--- src/rtl/pwm_pkg.sv ---
package pwm_pkg;
  localparam int EN_ADDR  = 0;
  localparam int MODE_BIT = 15;
  localparam int FIRST_CH_SLOT = 1;  // channel c occupies word slot c+1 (addresses 4c+4..)

  typedef enum logic [1:0] {
    FLD_CTRL  = 2'd0,
    FLD_WIDTH = 2'd1,
    FLD_THRES = 2'd2,
    FLD_NONE  = 2'd3
  } fld_e;
endpackage

--- src/rtl/pwm_regs.sv ---
module pwm_regs
  import pwm_pkg::*;
#(
  parameter int NUM_CH = 4,
  parameter int CNT_W  = 13,
  parameter int DIV_W  = 3,
  parameter int ADDR_W = 5,
  parameter int DATA_W = 32
) (
  input  logic                          clk_i,
  input  logic                          rst_ni,
  input  logic                          we_i,
  input  logic [ADDR_W-1:0]             addr_i,
  input  logic [DATA_W-1:0]             wdata_i,
  output logic [DATA_W-1:0]             rdata_o,
  output logic [NUM_CH-1:0]             en_o,
  output logic [NUM_CH-1:0][DIV_W-1:0]  div_o,
  output logic [NUM_CH-1:0][CNT_W-1:0]  width_o,
  output logic [NUM_CH-1:0][CNT_W-1:0]  thres_o
);
  localparam int SLOT_W = ADDR_W - 2;

  logic [NUM_CH-1:0] mode_v;
  logic [SLOT_W-1:0] slot;
  fld_e              fld;

  assign slot = addr_i[ADDR_W-1:2];
  assign fld  = fld_e'(addr_i[1:0]);

  always_ff @(posedge clk_i or negedge rst_ni) begin
    if (!rst_ni) begin
      en_o <= '0;
    end else if (we_i && addr_i == ADDR_W'(EN_ADDR)) begin
      en_o <= wdata_i[NUM_CH-1:0];
    end
  end

  for (genvar c = 0; c < NUM_CH; c++) begin : g_ch
    localparam logic [SLOT_W-1:0] MY_SLOT = SLOT_W'(FIRST_CH_SLOT + c);
    logic             hit;
    logic [DIV_W-1:0] div_q;
    logic             mode_q;
    logic [CNT_W-1:0] wid_q;
    logic [CNT_W-1:0] thr_q;

    assign hit = we_i && (slot == MY_SLOT);

    always_ff @(posedge clk_i or negedge rst_ni) begin
      if (!rst_ni) begin
        div_q  <= '0;
        mode_q <= 1'b0;
        wid_q  <= '0;
        thr_q  <= '0;
      end else if (hit) begin
        unique case (fld)
          FLD_CTRL: begin
            div_q  <= wdata_i[DIV_W-1:0];
            mode_q <= wdata_i[MODE_BIT];
          end
          FLD_WIDTH: wid_q <= wdata_i[CNT_W-1:0];
          FLD_THRES: thr_q <= wdata_i[CNT_W-1:0];
          default: ;
        endcase
      end
    end

    assign div_o[c]   = div_q;
    assign mode_v[c]  = mode_q;
    assign width_o[c] = wid_q;
    assign thres_o[c] = thr_q;
  end

  always_comb begin
    rdata_o = '0;
    if (addr_i == ADDR_W'(EN_ADDR)) begin
      rdata_o[NUM_CH-1:0] = en_o;
    end
    for (int c = 0; c < NUM_CH; c++) begin
      if (slot == SLOT_W'(FIRST_CH_SLOT + c)) begin
        case (fld)
          FLD_CTRL: begin
            rdata_o[DIV_W-1:0] = div_o[c];
            rdata_o[MODE_BIT]  = mode_v[c];
          end
          FLD_WIDTH: rdata_o[CNT_W-1:0] = width_o[c];
          FLD_THRES: rdata_o[CNT_W-1:0] = thres_o[c];
          default: ;
        endcase
      end
    end
  end
endmodule

--- src/rtl/pwm_prescale.sv ---
module pwm_prescale #(
  parameter int DIV_W = 3
) (
  input  logic             clk_i,
  input  logic             rst_ni,
  input  logic             run_i,
  input  logic [DIV_W-1:0] div_i,
  output logic             tick_o
);
  localparam int PRE_W = (1 << DIV_W) - 1;

  logic [PRE_W-1:0] cnt_q;
  logic [PRE_W-1:0] mask;

  assign mask   = (PRE_W'(1) << div_i) - PRE_W'(1);
  assign tick_o = (cnt_q == mask);

  always_ff @(posedge clk_i or negedge rst_ni) begin
    if (!rst_ni)            cnt_q <= '0;
    else if (!run_i || tick_o) cnt_q <= '0;
    else                    cnt_q <= cnt_q + PRE_W'(1);
  end
endmodule

--- src/rtl/pwm_channel.sv ---
module pwm_channel #(
  parameter int CNT_W = 13,
  parameter int DIV_W = 3
) (
  input  logic             clk_i,
  input  logic             rst_ni,
  input  logic             en_i,
  input  logic [DIV_W-1:0] div_i,
  input  logic [CNT_W-1:0] width_i,
  input  logic [CNT_W-1:0] thres_i,
  output logic             pwm_o
);
  logic [DIV_W-1:0] div_q;
  logic [CNT_W-1:0] width_q;
  logic [CNT_W-1:0] thres_q;
  logic [CNT_W-1:0] cnt_q;
  logic             tick;
  logic             wrap;

  pwm_prescale #(.DIV_W(DIV_W)) u_pre (
    .clk_i  (clk_i),
    .rst_ni (rst_ni),
    .run_i  (en_i),
    .div_i  (div_q),
    .tick_o (tick)
  );

  assign wrap = tick && (cnt_q == width_q);

  // shadows follow live settings while idle, and only at wrap while running
  always_ff @(posedge clk_i or negedge rst_ni) begin
    if (!rst_ni) begin
      div_q   <= '0;
      width_q <= '0;
      thres_q <= '0;
      cnt_q   <= '0;
    end else if (!en_i || wrap) begin
      div_q   <= div_i;
      width_q <= width_i;
      thres_q <= thres_i;
      cnt_q   <= '0;
    end else if (tick) begin
      cnt_q <= cnt_q + CNT_W'(1);
    end
  end

  assign pwm_o = en_i && (cnt_q <= thres_q);
endmodule

--- src/rtl/prescaled_pwm.sv ---
module prescaled_pwm
  import pwm_pkg::*;
#(
  parameter int NUM_CH = 4,
  parameter int CNT_W  = 13,
  parameter int DIV_W  = 3,
  parameter int ADDR_W = 5,
  parameter int DATA_W = 32
) (
  input  logic              clk_i,
  input  logic              rst_ni,
  input  logic              we_i,
  input  logic [ADDR_W-1:0] addr_i,
  input  logic [DATA_W-1:0] wdata_i,
  output logic [DATA_W-1:0] rdata_o,
  output logic [NUM_CH-1:0] pwm_o
);
  logic [NUM_CH-1:0]            en;
  logic [NUM_CH-1:0][DIV_W-1:0] div;
  logic [NUM_CH-1:0][CNT_W-1:0] width;
  logic [NUM_CH-1:0][CNT_W-1:0] thres;

  pwm_regs #(
    .NUM_CH(NUM_CH), .CNT_W(CNT_W), .DIV_W(DIV_W),
    .ADDR_W(ADDR_W), .DATA_W(DATA_W)
  ) u_regs (
    .clk_i   (clk_i),
    .rst_ni  (rst_ni),
    .we_i    (we_i),
    .addr_i  (addr_i),
    .wdata_i (wdata_i),
    .rdata_o (rdata_o),
    .en_o    (en),
    .div_o   (div),
    .width_o (width),
    .thres_o (thres)
  );

  for (genvar c = 0; c < NUM_CH; c++) begin : g_chan
    pwm_channel #(.CNT_W(CNT_W), .DIV_W(DIV_W)) u_chan (
      .clk_i   (clk_i),
      .rst_ni  (rst_ni),
      .en_i    (en[c]),
      .div_i   (div[c]),
      .width_i (width[c]),
      .thres_i (thres[c]),
      .pwm_o   (pwm_o[c])
    );
  end
endmodule

--- config.mk ---
export PLATFORM = sky130hd
export DESIGN_NAME = prescaled_pwm
export DESIGN_NICKNAME = d
export VERILOG_FILES = /design/src/rtl/pwm_pkg.sv /design/src/rtl/pwm_regs.sv /design/src/rtl/pwm_prescale.sv /design/src/rtl/pwm_channel.sv /design/src/rtl/prescaled_pwm.sv
export SDC_FILE = /design/constraint.sdc
export NUM_CORES = 1
export LEC_CHECK = 0
export ABC_AREA = 1
export BUFFER_PORTS_ARGS = -buffer_cell sky130_fd_sc_hd__buf_2
export CORE_MARGIN = 2
export CORE_UTILIZATION = 62
export CTS_BUF_LIST = sky130_fd_sc_hd__clkbuf_8
export CTS_CLUSTER_DIAMETER = 60
export DETAILED_ROUTE_END_ITERATION = 10
export PLACE_DENSITY = 0.78
export SLEW_MARGIN = 20
export SYNTH_ARGS = -nofsm -noshare
export SYNTH_HDL_FRONTEND = slang
export SYNTH_SLANG_ARGS = --single-unit
--- constraint.sdc ---
create_clock -name clk_i -period 5.1 [get_ports clk_i]
set_input_delay 1.02 -clock clk_i [delete_from_list [all_inputs] [get_ports clk_i]]
set_output_delay 1.02 -clock clk_i [all_outputs]
set_load 0.01 [all_outputs]
==> results.toml, run 1 <==
[timing]
setup_tns_ns = 0
tightestPinTransition_ns = 0.885
finalMaxSlewViolations = 0
setup_violations = 0
fmax_mhz = 241
period_minus_slack_ns = 4.14
hold_viol = 0
maxSlewHeadroom_pct = 40.8
fin_crit_sh_pct = 81.2
fin_worst_skew_ns = 0.0148
fin_ws_ns = 0.958
rsz0062_at_grt = "false"

[yosys]
yosys_warnings = 0
synth-edff-count = 0
syn_inst = 2438
synthAdderAreaFrac_pct = 4.60
netlist_area_um2 = 18500
synth_top_area_share_pct = 43.3
synth.most_common_cell = "nand2_1"
yosysSeqAreaShare_pct = 43.3
synth-xor-area-share_pct = 3.93
muxShareOfSynthArea_pct = 0
yosys.area_share.simple_pct = 31.0
synth_top_family_by_area = "simple AND/OR/NAND/NOR gates"
yosys.cell_types.count = 38
ys_top_cells_by_area = "dfrtp_1 (43%), nand2_1 (16%), nand3_1 (6.2%), inv_1 (5.5%), ha_1 (4.6%)"
synth.cells.most_frequent = "nand2_1 (800), dfrtp_1 (320), inv_1 (269), nand3_1 (230), o21ai_0 (139)"
synth_compound_area_share_pct = 7.24
synthArstFlopShare_pct = 100
synth_area_leader_cell = "dfrtp_1"
avgSynthCellArea_um2 = 7.59
synthFlopType = "dfrtp_1"
synth_seq_cells = 320

[power]
power.density_nw_per_um2 = 405
switchingPower_mw = 2.88
pwr-share-seq_pct = 43.3
irDropWorstVdd_uv = 251
p_int_mw = 5.15
combPwrFrac_pct = 25.2
clkPwrFrac_pct = 31.5
switching_share_pct = 35.8
p_leak_nw = 10.4

[final_layout]
fin_nets = 2543
area_growth_pct = 7.04
final_area_um2 = 19800
nFillCells = 2459
drive_above_1_share_pct = 8.56

[grt]
antenna_found_initial = 5
grt_pass1_wl_mm = 75.5
grt_start_max_net_pins = 116
overflow = 0
track_usage_pct = 29.8
grt_pass1_vias = 15100

[drt]
vias = 15900
wl_per_cell_um = 15.9
routed_via_density = 5.55
ant_nets = 0
drc = 0
drt-total-wl_mm = 45.6
first_iter_violations = 1251
dr.pass1.iters = 7

[cts]
cts_buffer_depth = 3
cts_tree = "done"
clock_sinks = 320
h-tree-depth = 2
insertion_delay_ns = 0.60
clk_pin_slew_worst_paths_ns = 0.06
ctsResizeCount = 0
hold_buffers = 0
cts-buffers-inserted = 54
cts_root_buf = "clkbuf_8"
post_cts_buffers = 0

[placed_design]
dp_slack_ns = 1.06
placed_cell_area_um2 = 18600
dpl.hpwl_mm = 32.0
place_congestion = 0.990
portBuffers = 39

[floorplan]
core_area_um2 = 29500
die_y_um = 177
start_util_pct = 62.8
ios = 76
dieArea_um2 = 31200
die_x_um = 177
fp-row-count = 63

[critical_path]
crit_fanout = 22
end_kind = "primary output"
critPathKind = "in2out"
required_ns = 4.08
start_kind = "input port"
cp_data_arrival_time_ns = 3.12

[run_status]
status = "complete, no violations"

[flow_run]
cap_violations = 0

[hold_path]
hold_class = "in2async"
## metrics by stage
stage / hold slack, ns / instances / utilization [%] / power (mW)
2_1_floorplan: 0.442 / 2455 / - / 5.01
6_report: 0.445 / 2868 / 67.2 / 8.03
5_1_grt: 0.501 / 2868 / 67.2 / 8.56
3_3_place_gp: 0.452 / 2769 / 63.1 / 5.41
3_5_place_dp: 0.457 / 2769 / 63.1 / 5.51
4_1_cts: 0.467 / 2867 / 67.2 / 8.05
## path summary, 6_finish.rpt
kind                                                  startpoint                                       end  slack [ns]  depth (start not counted)
setup reg to reg           g_chan[2].u_chan.div_q[2]$_DFFE_PN0P_  g_chan[2].u_chan.width_q[12]$_DFFE_PN0P_        1.73                         14
hold reg to reg             u_regs.g_ch[3].thr_q[12]$_DFFE_PN0P_  g_chan[3].u_chan.thres_q[12]$_DFFE_PN0P_        0.47                          2
hold / removal                                            rst_ni  g_chan[3].u_chan.width_q[10]$_DFFE_PN0P_        0.45                          1
max in group asynchronous                                 rst_ni       u_regs.g_ch[2].thr_q[1]$_DFFE_PN0P_        3.54                          2
min in group clk_i          u_regs.g_ch[3].thr_q[12]$_DFFE_PN0P_  g_chan[3].u_chan.thres_q[12]$_DFFE_PN0P_        0.47                          2
setup / recovery                                       addr_i[1]                                rdata_o[0]        0.96                          8
## logic make-up (layout without fill, tap and decap cells)
| kind of cell | Yosys count | after routing |
|---|---|---|
| adders and majority gates | 68 | 68 |
| xor gates and xnor gates | 83 | 83 |
| buffers and inverters | 413 | 435 |
| DFF | 320 | 320 |
| other | 1 | 19 |
| AOI/OAI and AO/OA | 234 | 234 |
| and+or+nand+nor | 1319 | 1319 |
## state kept, by name, summed over array words and instances, names as in the netlist
signal                     flops
g_chan.u_chan.cnt_q           52
g_chan.u_chan.thres_q         52
g_chan.u_chan.width_q         52
u_regs.g_ch.thr_q             52
u_regs.g_ch.wid_q             52
g_chan.u_chan.u_pre.cnt_q     28
g_chan.u_chan.div_q           12
u_regs.g_ch.div_q             12
u_regs.en_o                    4
u_regs.g_ch.mode_q             4
## critical path, cell delays in order
cell and delay [ns]:
buf_2 0.12, inv_1 0.08, ha_1 0.67, nand3_1 0.33
o21ai_0 0.28, nand2_1 0.07, a31oi_1 0.33, buf_2 0.22
## routing by layer
metal / share of wire [%] / global-route usage (%) / up-vias
met5: 0.090 / 0 / -
met4: 3.8 / 11.8 / 6
met3: 5.1 / 4.21 / 118
met2: 47 / 48.3 / 456
met1: 44 / 40.7 / 7530
li1: - / - / 7813
## layout make-up
cell class	instances	area [um^2]	area share (%)
clock buffer	66	908	4.59
tap	390	488	2.46
clock inverter	32	287	1.45
multi-input combinational	1722	8720	44.0
antenna	1	2.50	0.0126
timing repair buffer	51	320	1.62
inverter	286	1070	5.42
sequential	320	8010	40.4
## power groups by stage
| stage | Clock [mW] | Combinational, mW | Sequential [mW] |
|---|---|---|---|
| after detailed placement | 0 | 2.01 | 3.50 |
| after global routing | 2.68 | 2.35 | 3.53 |
| after CTS | 2.56 | 2.03 | 3.46 |
| after global placement | 0 | 1.92 | 3.49 |
| after floorplan | 0 | 1.71 | 3.31 |
| final | 2.53 | 2.02 | 3.47 |
## layout by cell type, fill, tap and decap left out, drive strengths merged, types with 3 or more instances in the layout
cell type  count
conb          18
o21ai        139
bufinv         5
nand3        236
nand2        838
xnor2         20
dfrtp        320
nor2         124
nand3b         4
inv          302
nand4         83
clkinv         7
a211oi         3
nor3          30
o21a           6
a21oi         35
buf           51
clkbuf        66
a22o          29
nor3b          3
ha            68
o22ai         12
a31oi          4
xor2          63
clkinvlp       4
Note: power is estimated with default switching activity, not from simulation.
==> inputs of run 2 (changes only) <==
Clock period 5.1 ns to 4.2 ns, I/O delays scaled along.
==> run 2 against run 1 <==
Net effect: power rose by 18%; die area did not move; via count rose by 0.71%.
==> results.toml, run 2 (synthesis gave the netlist of run 1 again) <==
[run_status]
status = "complete, no violations"

[cts]
cts_root_buf = "clkbuf_8"
insertion_delay_ns = 0.62
cts-buffers-inserted = 55
hold_buffers = 0
post_cts_buffers = 0
cts_buffer_depth = 3
h-tree-depth = 2
ctsResizeCount = 0
clk_pin_slew_worst_paths_ns = 0.06
cts_tree = "done"
clock_sinks = 320

[power]
power.density_nw_per_um2 = 479
p_leak_nw = 10.4
combPwrFrac_pct = 26.1
p_int_mw = 6.04
clkPwrFrac_pct = 29.7
total_power_mw = 9.49
switchingPower_mw = 3.45
irDropWorstVdd_uv = 322
pwr-share-seq_pct = 44.2
switching_share_pct = 36.4

[critical_path]
reg2reg_depth = 14
cp_slowest_cell = "a31oi_1"
worstPathBufferInverterCount = 5
critPathKind = "in2out"
regToRegSetupSlack_ns = 1.03
cp_cell_sequence = "buf_2, inv_1, ha_1, buf_4, inv_1, o22ai_1, a211oi_1, a31oi_1, buf_2"
crit_fanout = 20
r2r-start = "g_chan[0].u_chan.div_q[2]$_DFFE_PN0P_"
cp_data_arrival_time_ns = 2.79
cp_top_family = "buffers and inverters"
end_kind = "primary output"
start_kind = "input port"
required_ns = 3.36
r2r_end = "g_chan[0].u_chan.width_q[1]$_DFFE_PN0P_"
slowest_delay_ns = 0.36

[final_layout]
area_growth_pct = 7.02
final_cells = 2882
drive_above_1_share_pct = 8.88
final_common_cell = "nand2_1"
fin_nets = 2554
layout_common_cells = "nand2_1 (800), dfrtp_1 (320), inv_1 (287), nand3_1 (230), o21ai_0 (139)"
final_area_um2 = 19800
nFillCells = 2422

[timing]
hold_viol = 0
rsz0062_at_grt = "false"
fmax_mhz = 275
fin_crit_sh_pct = 86.5
fin_worst_skew_ns = 0.0382
finalMaxSlewViolations = 0
setup_violations = 0
period_minus_slack_ns = 3.63
setup_tns_ns = 0
maxSlewHeadroom_pct = 37.3
tightestPinTransition_ns = 0.938
fin_ws_ns = 0.568

[placed_design]
dpl.hpwl_mm = 32.2
placed_cells_incl_taps = 2779
portBuffers = 39
dp_slack_ns = 0.686
place_congestion = 0.967
placed_cell_area_um2 = 18700

[grt]
antenna_found_initial = 5
grt_start_max_net_pins = 102
grt_pass1_vias = 15200
grt_pass1_wl_mm = 76.4
overflow = 0
track_usage_pct = 30.0

[floorplan]
dieArea_um2 = 31200
fp-row-count = 63
start_util_pct = 62.8
core_area_um2 = 29500
die_x_um = 177
ios = 76
die_y_um = 177

[drt]
wl_per_cell_um = 15.8
drt-total-wl_mm = 45.6
ant_nets = 0
dr.pass1.iters = 6
vias = 16000
routed_via_density = 5.56
first_iter_violations = 1434
drc = 0

[flow_run]
cap_violations = 0

[hold_path]
hold_class = "in2async"
## run 2: changes by cell type in the layout (fill, tap and decap cells not counted)
cell	delta
buf_4	+10
bufinv_16	-5
diode_2	+2
clkinvlp_4	-3
inv_1	+3
clkbuf_8	+5
clkinv_2	+2
## run 2: through the flow
stage,hold slack [ns],util [%]
floorplan,0.442,-
global placement,0.453,63.4
detailed placement,0.461,63.4
CTS,0.301,67.2
global route,0.356,67.2
finish,0.278,67.2
## run 2: worst max-delay path by stage
stage                     startpoint         end  slack (ns)  cells past startpoint
final                      addr_i[1]  rdata_o[2]        0.57                      9
after CTS                  addr_i[1]  rdata_o[2]        0.67                      9
after floorplan            addr_i[0]  rdata_o[3]        1.31                      7
after detailed placement   addr_i[1]  rdata_o[2]        0.69                      9
after global routing       addr_i[0]  rdata_o[2]        0.49                      8
after global placement     addr_i[1]  rdata_o[2]        0.79                      9
## run 2: final cells by class
| class | count | area, um^2 | area share [%] |
|---|---|---|---|
| multi-input combinational | 1722 | 8720 | 44.0 |
| clock buffer | 71 | 977 | 4.93 |
| antenna | 3 | 7.51 | 0.0379 |
| tap | 390 | 488 | 2.46 |
| timing repair buffer | 61 | 395 | 2.00 |
| sequential | 320 | 8010 | 40.4 |
| inverter | 286 | 1070 | 5.42 |
| clock inverter | 29 | 135 | 0.682 |
## run 2: routing by layer
layer	share of wire (%)	vias to the layer above	GRT usage [%]
met5	0.059	-	0
met4	3.6	4	11.3
met3	5.1	112	4.25
met2	46	462	48.1
met1	45	7640	41.8
li1	-	7818	-
## run 2: power by group through the flow
stage	Clock [mW]	Sequential [mW]	Combinational, mW
final	2.82	4.20	2.48
after global routing	3.00	4.27	2.86
after CTS	2.86	4.18	2.48
after detailed placement	0	4.23	2.46
after global placement	0	4.21	2.36
after floorplan	0	4.01	2.07
